**src/rtl/bpp_pkg.sv**
```systemverilog
// Shared register addresses and configuration type for the page program engine.
package bpp_pkg;
    localparam int REG_AW = 4;

    localparam logic [REG_AW-1:0] A_CMD    = 4'd0;
    localparam logic [REG_AW-1:0] A_OPC    = 4'd1;
    localparam logic [REG_AW-1:0] A_ADR0   = 4'd2;
    localparam logic [REG_AW-1:0] A_ADR1   = 4'd3;
    localparam logic [REG_AW-1:0] A_ADR2   = 4'd4;
    localparam logic [REG_AW-1:0] A_ADR3   = 4'd5;
    localparam logic [REG_AW-1:0] A_BUS    = 4'd6;
    localparam logic [REG_AW-1:0] A_CFG2   = 4'd7;
    localparam logic [REG_AW-1:0] A_CFG3   = 4'd8;
    localparam logic [REG_AW-1:0] A_WDATA  = 4'd9;
    localparam logic [REG_AW-1:0] A_PAGE   = 4'd10;

    localparam int BIT_START   = 4;
    localparam int BIT_ADDR4   = 4;
    localparam int BIT_BUFEN   = 0;
    localparam int BIT_NO_WREN = 7;
    localparam int BIT_NO_POLL = 5;

    typedef struct packed {
        logic [7:0] opcode;
        logic [7:0] adr0;
        logic [7:0] adr1;
        logic [7:0] adr2;
        logic [7:0] adr3;
        logic       addr4;
        logic       no_wren;
        logic       no_poll;
        logic [7:0] wdata;
    } bpp_cfg_t;
endpackage

```
**src/rtl/bpp_regs.sv**
```systemverilog
// Register file of the page program engine.
// Decodes word writes, produces the start request and page-port pushes,
// and holds the buffer-mode bit with its deferred application.
// Assumes one register access per cycle; frame-shaping registers are
// frozen while a frame is running so the frame stays self-consistent.
module bpp_regs
    import bpp_pkg::*;
(
    input  logic              clk,
    input  logic              rst_n,
    input  logic              reg_we,
    input  logic [REG_AW-1:0] reg_addr,
    input  logic [31:0]       reg_wdata,
    output logic [31:0]       reg_rdata,
    input  logic              busy,
    input  logic              launch,
    output bpp_cfg_t          cfg,
    output logic              wbuf_en,
    output logic              start_req,
    output logic              push,
    output logic [31:0]       push_data
);
    logic wbuf_req;
    logic frame_wr_ok;

    assign frame_wr_ok = reg_we && !busy;

    // Configuration registers; frame-shaping fields frozen while busy.
    always_ff @(posedge clk) begin
        if (!rst_n) begin
            cfg      <= '0;
            wbuf_req <= 1'b0;
        end else begin
            if (frame_wr_ok) begin
                case (reg_addr)
                    A_OPC:   cfg.opcode <= reg_wdata[7:0];
                    A_ADR0:  cfg.adr0   <= reg_wdata[7:0];
                    A_ADR1:  cfg.adr1   <= reg_wdata[7:0];
                    A_ADR2:  cfg.adr2   <= reg_wdata[7:0];
                    A_ADR3:  cfg.adr3   <= reg_wdata[7:0];
                    A_BUS:   cfg.addr4  <= reg_wdata[BIT_ADDR4];
                    A_WDATA: cfg.wdata  <= reg_wdata[7:0];
                    default: ;
                endcase
            end
            if (reg_we && reg_addr == A_CFG3) begin
                cfg.no_wren <= reg_wdata[BIT_NO_WREN];
                cfg.no_poll <= reg_wdata[BIT_NO_POLL];
            end
            if (reg_we && reg_addr == A_CFG2)
                wbuf_req <= reg_wdata[BIT_BUFEN];
        end
    end

    // Buffer mode in effect: follows the request only between frames.
    always_ff @(posedge clk) begin
        if (!rst_n)
            wbuf_en <= 1'b0;
        else if (!busy && !launch)
            wbuf_en <= wbuf_req;
    end

    // Strobes towards the sequencer and the page store.
    always_comb begin
        start_req = reg_we && reg_addr == A_CMD && reg_wdata[BIT_START];
        push      = reg_we && reg_addr == A_PAGE;
        push_data = reg_wdata;
    end

    // Read-back multiplexer.
    always_comb begin
        reg_rdata = '0;
        case (reg_addr)
            A_CMD:   reg_rdata[BIT_START] = busy;
            A_OPC:   reg_rdata[7:0] = cfg.opcode;
            A_ADR0:  reg_rdata[7:0] = cfg.adr0;
            A_ADR1:  reg_rdata[7:0] = cfg.adr1;
            A_ADR2:  reg_rdata[7:0] = cfg.adr2;
            A_ADR3:  reg_rdata[7:0] = cfg.adr3;
            A_BUS:   reg_rdata[BIT_ADDR4] = cfg.addr4;
            A_CFG2:  reg_rdata[BIT_BUFEN] = wbuf_en;
            A_CFG3: begin
                reg_rdata[BIT_NO_WREN] = cfg.no_wren;
                reg_rdata[BIT_NO_POLL] = cfg.no_poll;
            end
            A_WDATA: reg_rdata[7:0] = cfg.wdata;
            default: reg_rdata = '0;
        endcase
    end
endmodule

```
**src/rtl/bpp_page_buf.sv**
```systemverilog
// Page store: WORDS little-endian 32-bit words, read out one byte at a time.
// Bytes past the filled words read as 0xFF. Pushes beyond WORDS are dropped.
// Assumes the caller gates pushes while a frame is running.
module bpp_page_buf #(
    parameter int WORDS  = 32,
    localparam int BYTES  = WORDS * 4,
    localparam int BIDX_W = $clog2(BYTES),
    localparam int WIDX_W = BIDX_W - 2,
    localparam int FILL_W = $clog2(WORDS + 1)
) (
    input  logic              clk,
    input  logic              rst_n,
    input  logic              push,
    input  logic [31:0]       push_data,
    input  logic              clear,
    input  logic [BIDX_W-1:0] rd_idx,
    output logic [7:0]        rd_byte,
    output logic [FILL_W-1:0] fill
);
    logic [31:0]       mem [WORDS];
    logic [WIDX_W-1:0] widx;
    logic [1:0]        lane;

    // Fill counter: emptied at frame end, saturates at WORDS.
    always_ff @(posedge clk) begin
        if (!rst_n || clear)
            fill <= '0;
        else if (push && fill != FILL_W'(WORDS))
            fill <= fill + 1'b1;
    end

    // Word storage, written at the fill position.
    always_ff @(posedge clk) begin
        if (push && fill != FILL_W'(WORDS) && !clear)
            mem[WIDX_W'(fill)] <= push_data;
    end

    // Byte read with 0xFF padding past the loaded words.
    always_comb begin
        widx = rd_idx[BIDX_W-1:2];
        lane = rd_idx[1:0];
        if (FILL_W'(widx) < fill)
            rd_byte = mem[widx][8*lane +: 8];
        else
            rd_byte = 8'hFF;
    end
endmodule

```
**src/rtl/bpp_shifter.sv**
```systemverilog
// Single-line SPI frame serializer, mode 0, MSB first.
// Requests bytes by index; the byte for byte_idx must be presented
// combinationally on byte_in. SCK half period is SCK_HALF clocks.
module bpp_shifter #(
    parameter int SCK_HALF = 2,
    parameter int IDX_W    = 8,
    localparam int DIV_W   = (SCK_HALF > 1) ? $clog2(SCK_HALF) : 1
) (
    input  logic             clk,
    input  logic             rst_n,
    input  logic             start,
    input  logic [IDX_W-1:0] last_idx,
    input  logic [7:0]       byte_in,
    output logic [IDX_W-1:0] byte_idx,
    output logic             active,
    output logic             done,
    output logic             spi_cs_n,
    output logic             spi_sck,
    output logic             spi_mosi
);
    logic [DIV_W-1:0] div;
    logic [2:0]       bit_cnt;

    // Frame sequencing: clock phases, bit and byte counters.
    always_ff @(posedge clk) begin
        if (!rst_n) begin
            active   <= 1'b0;
            done     <= 1'b0;
            spi_cs_n <= 1'b1;
            spi_sck  <= 1'b0;
            div      <= '0;
            bit_cnt  <= '0;
            byte_idx <= '0;
        end else begin
            done <= 1'b0;
            if (!active) begin
                if (start) begin
                    active   <= 1'b1;
                    spi_cs_n <= 1'b0;
                    div      <= '0;
                    bit_cnt  <= '0;
                    byte_idx <= '0;
                end
            end else if (div == DIV_W'(SCK_HALF - 1)) begin
                div <= '0;
                if (!spi_sck) begin
                    spi_sck <= 1'b1;
                end else begin
                    spi_sck <= 1'b0;
                    if (bit_cnt == 3'd7) begin
                        bit_cnt <= '0;
                        if (byte_idx == last_idx) begin
                            active   <= 1'b0;
                            spi_cs_n <= 1'b1;
                            done     <= 1'b1;
                            byte_idx <= '0;
                        end else begin
                            byte_idx <= byte_idx + 1'b1;
                        end
                    end else begin
                        bit_cnt <= bit_cnt + 1'b1;
                    end
                end
            end else begin
                div <= div + 1'b1;
            end
        end
    end

    // Data out: current bit of the requested byte, MSB first.
    assign spi_mosi = active ? byte_in[~bit_cnt] : 1'b0;
endmodule

```
**src/rtl/bpp_engine.sv**
```systemverilog
// Buffered page program engine: top level.
// Accepts register accesses, gates the start on the two guard bits,
// builds the frame byte stream (opcode, address MSB first, data) and
// drives it out through the serializer. Exactly one program runs at a time.
module bpp_engine
    import bpp_pkg::*;
#(
    parameter int PAGE_WORDS = 32,
    parameter int SCK_HALF   = 2
) (
    input  logic        clk,
    input  logic        rst_n,
    input  logic        reg_we,
    input  logic [3:0]  reg_addr,
    input  logic [31:0] reg_wdata,
    output logic [31:0] reg_rdata,
    output logic        spi_cs_n,
    output logic        spi_sck,
    output logic        spi_mosi
);
    localparam int PAGE_BYTES = PAGE_WORDS * 4;
    localparam int BIDX_W     = $clog2(PAGE_BYTES);
    localparam int FILL_W     = $clog2(PAGE_WORDS + 1);
    localparam int IDX_W      = $clog2(PAGE_BYTES + 6);

    bpp_cfg_t          cfg;
    logic              wbuf_en;
    logic              start_req;
    logic              push;
    logic [31:0]       push_data;
    logic              busy;
    logic              done;
    logic              launch;
    logic              no_wren;
    logic              no_poll;
    logic [IDX_W-1:0]  byte_idx;
    logic [IDX_W-1:0]  last_idx;
    logic [IDX_W-1:0]  alen;
    logic [IDX_W-1:0]  data_idx;
    logic [7:0]        byte_in;
    logic [7:0]        page_byte;
    logic [FILL_W-1:0] fill;

    assign no_wren = cfg.no_wren;
    assign no_poll = cfg.no_poll;

    bpp_regs u_regs (
        .clk       (clk),
        .rst_n     (rst_n),
        .reg_we    (reg_we),
        .reg_addr  (reg_addr),
        .reg_wdata (reg_wdata),
        .reg_rdata (reg_rdata),
        .busy      (busy),
        .launch    (launch),
        .cfg       (cfg),
        .wbuf_en   (wbuf_en),
        .start_req (start_req),
        .push      (push),
        .push_data (push_data)
    );

    // Start gating: idle engine and both guard bits set.
    assign launch = start_req && !busy && cfg.no_wren && cfg.no_poll;

    // Frame geometry: address length and index of the last byte.
    always_comb begin
        alen     = cfg.addr4 ? IDX_W'(4) : IDX_W'(3);
        last_idx = alen + (wbuf_en ? IDX_W'(PAGE_BYTES) : IDX_W'(1));
        data_idx = byte_idx - alen - IDX_W'(1);
    end

    bpp_page_buf #(
        .WORDS (PAGE_WORDS)
    ) u_page (
        .clk       (clk),
        .rst_n     (rst_n),
        .push      (push && !busy),
        .push_data (push_data),
        .clear     (done),
        .rd_idx    (data_idx[BIDX_W-1:0]),
        .rd_byte   (page_byte),
        .fill      (fill)
    );

    // Byte source select for the current frame position.
    always_comb begin
        if (byte_idx == '0) begin
            byte_in = cfg.opcode;
        end else if (byte_idx <= alen) begin
            case (byte_idx + (cfg.addr4 ? IDX_W'(0) : IDX_W'(1)))
                IDX_W'(1): byte_in = cfg.adr3;
                IDX_W'(2): byte_in = cfg.adr2;
                IDX_W'(3): byte_in = cfg.adr1;
                default:   byte_in = cfg.adr0;
            endcase
        end else begin
            byte_in = wbuf_en ? page_byte : cfg.wdata;
        end
    end

    bpp_shifter #(
        .SCK_HALF (SCK_HALF),
        .IDX_W    (IDX_W)
    ) u_shift (
        .clk      (clk),
        .rst_n    (rst_n),
        .start    (launch),
        .last_idx (last_idx),
        .byte_in  (byte_in),
        .byte_idx (byte_idx),
        .active   (busy),
        .done     (done),
        .spi_cs_n (spi_cs_n),
        .spi_sck  (spi_sck),
        .spi_mosi (spi_mosi)
    );
endmodule

```
**config.mk**
```make
export PLATFORM = sky130hd
export DESIGN_NAME = bpp_engine
export DESIGN_NICKNAME = d
export VERILOG_FILES = /design/src/rtl/bpp_pkg.sv /design/src/rtl/bpp_regs.sv /design/src/rtl/bpp_page_buf.sv /design/src/rtl/bpp_shifter.sv /design/src/rtl/bpp_engine.sv
export SDC_FILE = /design/constraint.sdc
export NUM_CORES = 1
export LEC_CHECK = 0
export CAP_MARGIN = 20
export CELL_PAD_IN_SITES_DETAIL_PLACEMENT = 0
export CELL_PAD_IN_SITES_GLOBAL_PLACEMENT = 1
export CORE_MARGIN = 5
export CORE_UTILIZATION = 25
export CTS_CLUSTER_SIZE = 20
export DETAILED_ROUTE_END_ITERATION = 10
export GPL_TIMING_DRIVEN = 0
export PLACE_DENSITY = 0.44
export REMOVE_ABC_BUFFERS = 1
export SYNTH_ARGS = -nofsm -noshare
export SYNTH_HDL_FRONTEND = slang
export SYNTH_SLANG_ARGS = --single-unit
```
**constraint.sdc**
```tcl
create_clock -name clk -period 8.3 [get_ports clk]
set_input_delay 2.49 -clock clk [delete_from_list [all_inputs] [get_ports clk]]
set_output_delay 2.49 -clock clk [all_outputs]
set_load 0.02 [all_outputs]
```
Word-level counts from Yosys, hierarchy flattened
Memories as Yosys holds them, arrays and structs flattened.
Cells that the tools add are included.
{"block": "classes", "add_sub_neg": 8, "muxes": 46, "n_eq_ne": 20, "reduce_logical": 33, "n_shift": 1, "bitwise_logic": 1, "n_lt_le_gt_ge": 3}
{"operator": "$mux 8", "count": 11}
{"operator": "$shiftx 32x6->8", "count": 1}
{"operator": "$pmux 8 s3", "count": 1}
{"operator": "$mux 1", "count": 21}
{"operator": "$pmux 1 s7", "count": 3}
{"operator": "$mux 3", "count": 6}
{"operator": "$pmux 3 s6", "count": 1}
{"operator": "$eq 4x3->1 const B", "count": 4}
{"operator": "$eq 8x2->1 const B", "count": 2}
{"operator": "$reduce_and 2->1", "count": 8}
{"operator": "$logic_and 1x1->1", "count": 13}
{"operator": "$eq 4x4->1 const B", "count": 3}
{"operator": "$reduce_and 5->1", "count": 2}
{"operator": "$add 3x8->8", "count": 1}
{"operator": "$add 8x1->8", "count": 1}
{"operator": "$add 8x1->8 const B", "count": 1}
{"operator": "$eq 4x2->1 const B", "count": 2}
{"operator": "$eq 8x1->1 const B", "count": 1}
{"operator": "$eq 8x8->1", "count": 1}
{"operator": "$le 8x3->1", "count": 1}
{"operator": "$logic_not 8->1", "count": 1}
{"operator": "$ne 2x2->1 const B", "count": 4}
{"operator": "$pmux 1 s8", "count": 1}
{"operator": "$sub 7x1->7 const B", "count": 1}
{"operator": "18 further kinds", "count": 21}
{"block": "word_totals", "output_inout_bits": 35, "ram_bits": 1024, "in_bits": 39, "mem_count": 1, "register_bits": 75, "word_cells": 132}
{"name": "u_page.mem", "words": 32, "word_bits": 32, "rd": 1, "rd_clocked_by_memory_dff": 0, "wr": 1, "line": "bpp_page_buf.sv:20", "source": "logic [31:0] mem [WORDS];"}

Longest topological paths before layout
An unclocked memory read counts as a cell.
{"block": "logic_depth", "depth_word": 12, "ltp_mapped": 23, "ltp_nobuf": 19}

Hierarchy
A second synthesis with hierarchy kept.
{"block": "unflattened", "cells_unflattened": 2430, "area_unflattened_um2": 44814.2}
{"module": "bpp_page_buf", "seq_area_each_um2": 30869.6, "cells_per_inst": 1802, "n_inst": 1, "area_per_inst_um2": 39685.6}
{"module": "bpp_regs", "seq_area_each_um2": 1061.0, "cells_per_inst": 402, "n_inst": 1, "area_per_inst_um2": 3209.3}
{"module": "bpp_shifter", "seq_area_each_um2": 320.3, "cells_per_inst": 109, "n_inst": 1, "area_per_inst_um2": 1018.5}
{"module": "bpp_engine", "seq_area_each_um2": 0.0, "cells_per_inst": 117, "n_inst": 1, "area_per_inst_um2": 900.9}

Worst setup path after synthesis
OpenSTA, ideal clock, no wires.
{"block": "synth_timing", "path_kind": "register to output", "from": "register u_shift.byte_idx[0]", "to": "output port spi_mosi", "t_arrival_ns": 4.342, "required_ns": 5.810, "path_slack_ns": 1.468, "stages_incl_launch_ff": 22, "n_path_buf": 3, "path_cell_list": "dfxtp_1 > ha_1 > inv_1 > fa_1 > buf_4 > nor2b_1 > or3_1 > xor2_2 > clkinv_4 > buf_2 > buf_1 > ha_1 > nand2_1 > nor3_1 > o31ai_1 > nand2_1 > nor2_1 > and4_1 > a311oi_1 > a41oi_1 > nor4_1 > o22a_1"}
{"block": "synth_between", "elab_chain_cells": 11, "elab_cells_between_ends": 19, "cone_classes": "add/sub (3); order compare (2); eq/ne (3); shift (1); mux (8); reduce/logical (1); memory (1)"}
{"element": "from (decl)", "line": "bpp_shifter.sv:14", "source": "output logic [IDX_W-1:0] byte_idx,"}
{"element": "from (signal assigned)", "line": "bpp_shifter.sv:58", "source": "byte_idx <= byte_idx + 1'b1;"}
{"element": "$sub 7x3->7", "line": "bpp_engine.sv:70", "source": "data_idx = byte_idx - alen - IDX_W'(1);"}
{"element": "$sub 7x1->7", "line": "bpp_engine.sv:70"}
{"element": "$mem_v2 32x32"}
{"element": "$shiftx 32x6->8", "line": "bpp_page_buf.sv:43", "source": "rd_byte = mem[widx][8*lane +: 8];"}
{"element": "$mux 8", "line": "bpp_page_buf.sv:42", "source": "if (FILL_W'(widx) < fill)"}
{"element": "$mux 8", "line": "bpp_engine.sv:98", "source": "byte_in = wbuf_en ? page_byte : cfg.wdata;"}
{"element": "$mux 8", "line": "bpp_engine.sv:90", "source": "end else if (byte_idx <= alen) begin"}
{"element": "$mux 8 (*)", "line": "bpp_engine.sv:88", "source": "if (byte_idx == '0) begin"}
{"element": "$bmux 1 s3 (*)", "line": "bpp_shifter.sv:71", "source": "assign spi_mosi = active ? byte_in[~bit_cnt] : 1'b0;"}
{"element": "$mux 1 (not written as such) (*)", "line": "bpp_shifter.sv:71"}
{"element": "$mux 1 (*)", "line": "bpp_shifter.sv:71"}
{"element": "to (decl)", "line": "bpp_engine.sv:19", "source": "output logic spi_mosi"}
Mark *: on every way between the ends. The rest lies on a longest branch, timed or not. The select of a mux whose other input is x is not followed.

Worst setup path after layout
{"block": "layout_timing", "from": "register, netlist name u_regs.cfg[10]", "to": "output port spi_mosi"}
{"block": "layout_between", "elab_chain_cells": 12, "elab_cells_between_ends": 20, "cone_classes": "add/sub (3); order compare (2); eq/ne (3); shift (1); mux (10); memory (1)"}
{"element": "$mux 3", "line": "bpp_engine.sv:68", "source": "alen = cfg.addr4 ? IDX_W'(4) : IDX_W'(3);"}
{"element": "$sub 7x3->7", "line": "bpp_engine.sv:70"}
{"element": "$sub 7x1->7", "line": "bpp_engine.sv:70"}
{"element": "$mem_v2 32x32"}
{"element": "$shiftx 32x6->8", "line": "bpp_page_buf.sv:43"}
{"element": "$mux 8", "line": "bpp_page_buf.sv:42"}
{"element": "$mux 8", "line": "bpp_engine.sv:98"}
{"element": "$mux 8 (*)", "line": "bpp_engine.sv:90"}
{"element": "$mux 8 (*)", "line": "bpp_engine.sv:88"}
{"element": "$bmux 1 s3 (*)", "line": "bpp_shifter.sv:71"}
{"element": "$mux 1 (not written as such) (*)", "line": "bpp_shifter.sv:71"}
{"element": "$mux 1 (*)", "line": "bpp_shifter.sv:71"}
Marked as above.

==> summary.txt <==
Post-DP HPWL: 96,540 µm
Sequential cell area: 32,270 µm²
Fin. Hold Viols: 0
Placed cell area: 50,040 µm²
Pre-CTS WS: -2.169 ns
FF-to-FF Start: u_shift.active
Post-synth ARST share: 0%
Final Cycle Share: 98.47%
Critical Path Source Type: flip-flop
Reg clk slew, reported paths: 0.05 ns
Area growth syn-to-layout: 22.85%
Total clock sinks: 1,099
CP Launch Point: u_regs.cfg[10]
RSZ-0062 raised after global routing: yes
Number of max-cap violations: 0
Slowest cell on crit path: mux4_2
DRC viols: 0
Routed wire length: 163,700 µm
Fillers: 17,656
Max-slew violation count: 0
Ys flop type: edfxtp_1
Initial Util: 25.13%
Static Leakage: 0.01867 µW
Overflow after GRT: 0
Status: finished, final reports clean
CP required: 5.81 ns
Layout Skew: 0.02792 ns
1st-iter DRT viols: 2,316
Cell row count: 155
H-tree depth: 4
Initial antenna violation count: 3
# setup viols final: 0
Worst setup margin: 0.1270 ns
Top post-synthesis cells by area: edfxtp_1 (69%), nand2_1 (5.1%), mux2i_1 (4.8%)
Worst vdd ir: 0.2019 mV
WS Path Type: reg -> out
Synth area leader: edfxtp_1
Initial DRT Pass Iterations: 5
Detail Route Antenna Nets: 0
Seq/Total Area, Yosys: 71.94%
Origin of the worst min-delay path: u_regs.cfg[29]
Synth Area per Inst: 14.45 µm²
Via density: 4.837
Die Area: 187,900 µm²
Tightest Hold Check Type: reg -> reg
Max Freq: 0.1224 GHz
Total power divided by cell area: 210.5 nW/µm²
Synthesis Warnings: 0
Post-Syn Instances: 3,103
Global placement routability congestion: 0.7131
Synth Cell Area: 44,830 µm²
Overall power: 11,600 µW
DIE WIDTH: 433.5 µm
Tot GR Track Use: 17.07%
CP max FO: 35
Fin Setup TNS: 0 ns
CTS Root Cell: clkbuf_16
Final net count: 3,324
IO Port Bufs: 49
Top Ports: 74
Clk Latency, worst-skew pair: 0.76 ns
Area of the multi-input gates: 12,070 µm²
Die Ht: 433.5 µm
Number of synthesized flops with an enable pin: 1,024
Fin area: 55,070 µm²
Largest net degree at the start of global routing: 130
CTS tree: built
Critical path arrival: 5.68 ns
Total number of vias: 27,585
Rel. slew slack: 23.31%
Most common cell on crit path: buf_16
CORE AREA: 178,400 µm²
Layout cells sized above 1: 14.79%
Critical path, cell by cell: inv_2 -> ha_4 -> and3_4 -> nor3_4 -> nor2_4 -> buf_12 -> buf_16 -> buf_16 -> buf_16 -> inv_16 -> buf_16 -> mux4_2 -> a2111oi_2 -> a311o_1 -> nand3_1 -> a311oi_2 -> a2bb2oi_1 -> o22a_2 -> buf_6
Worst-Margin Slew: 1.138 ns
CP Capture Type: primary output
Distinct cells, synth: 86
Crit path time final: 8.173 ns
Seq cells post-synth: 1,099
Clock Path Buffers: 3
Yosys top cell area share: 68.59%
Global-route wire length before repair: 224,300 µm
Final core utilization: 30.87%
Vias in the first global route: 26,859
Critical Path Max Stage Delay: 0.56 ns
Num CTS Buffers: 130
WL/cell: 28.70 µm
# hold bufs at CTS: 0
synth_stat cells, types with 5 or more instances:
cell	instances
xor2_1	10
o31ai_1	8
buf_6	5
and3_1	18
xnor2_1	9
nor2_1	127
mux2i_1	217
a31oi_1	52
a32oi_1	117
nand2b_1	11
ha_1	20
nor2b_1	11
buf_1	24
nor4_1	5
a21oi_1	57
dfxtp_1	75
buf_2	69
nand3_1	181
nand4_1	53
a311oi_1	13
o22ai_1	20
inv_1	15
o21a_1	6
clkbuf_1	59
o211ai_1	5
o21ai_0	31
nand2_1	605
a211oi_1	16
nor3_1	21
mux2_2	8
mux4_2	49
a221oi_1	10
buf_4	51
edfxtp_1	1024
a21o_1	9
or3_1	6
worst max-delay path, delay by kind of cell, from the launching register on:
kind                       cells  cell delay, ns
and+or+nand+nor                4            0.75
adders and majority gates      1            0.28
muxes                          1            0.56
DFF                            1            0.40
AOI/OAI and AO/OA              5            1.46
buffers and inverters          8            1.32
kinds of logic after synthesis:
group / after synthesis / share of synthesized area (%)
compound gates: 396 / 6.506
xor+xnor: 23 / 0.5415
simple gates: 1061 / 10.26
fa+ha+maj: 21 / 0.6029
buf+inv: 228 / 2.629
other cells: 1 / 0.008365
flops: 1099 / 71.94
mux: 274 / 7.508
per-stage QoR:
step,hold WS [ns],std cells
after detailed placement,0.4657,5436
after global placement,0.4648,5322
after CTS,0.4738,5689
after global routing,0.4931,5701
after floorplan,0.4316,2918
final,0.4754,5703
placed cells by master, fill, tap and decap left out, types with 53 or more instances in the layout:
cell          n
dfxtp_1      69
a21oi_1      54
nand4_1      53
buf_12       68
nor2_1       90
clkbuf_16   138
mux2i_1     217
edfxtp_1   1024
nand2_1     603
nand3_1     178
a32oi_1     116
sequential cells by signal, summed over array words and instances (netlist names):
register and count:
u_shift.spi_sck 1, u_regs.wbuf_req 1, u_shift.byte_idx 8, u_shift.active 1
u_page.mem 1024, u_shift.done 1, u_shift.spi_cs_n 1, u_regs.wbuf_en 1
u_shift.bit_cnt 3, u_regs.cfg 51, u_page.fill 6, u_shift.div 1
worst paths after layout:
kind	to	slack, ns	depth (start not counted)
worst max-delay path	spi_mosi	0.13	19
worst min register to register	u_regs.cfg[29]	0.48	2
worst min-delay path	u_regs.cfg[29]	0.48	2
worst max register to register	u_page.mem[8][13]	4.33	7
layer usage:
layer  wire, µm  vias to the layer above  share of wire (%)  track usage (%)
met5         13                        -             0.0079                0
met4       2533                        2                1.5            3.395
met3       7860                      142                4.8            2.730
met2      77800                      691                 48            28.25
met1      75480                    14536                 46            23.79
li1           -                    12214                  -                -
power breakdown:
part | internal, µW | switching (µW) | total (µW)
clock network | 3070 | 2270 | 5340
logic | 52.3 | 147 | 199
registers | 6060 | 4.18 | 6060
area by class of cell:
cell class	count	share of cell area, %
repair inverters	5	0.1022
multi-input cells	1801	21.92
clock buffers	164	6.291
diodes	2	0.009088
flip-flops and latches	1099	58.59
clock inverters	50	0.7407
well taps	2355	5.350
repair buffers	207	6.725
inverters	20	0.2704
what timing repair did:
action                                 4_1_cts  5_1_grt
setup endpoints to repair                    4        5
endpoints found under the hold margin        0        0
buffers inserted                            26        0
pin swaps                                   15        9
gates cloned                                14        2
gates resized for setup                     63       20
Power figures use the tool's default switching activity.
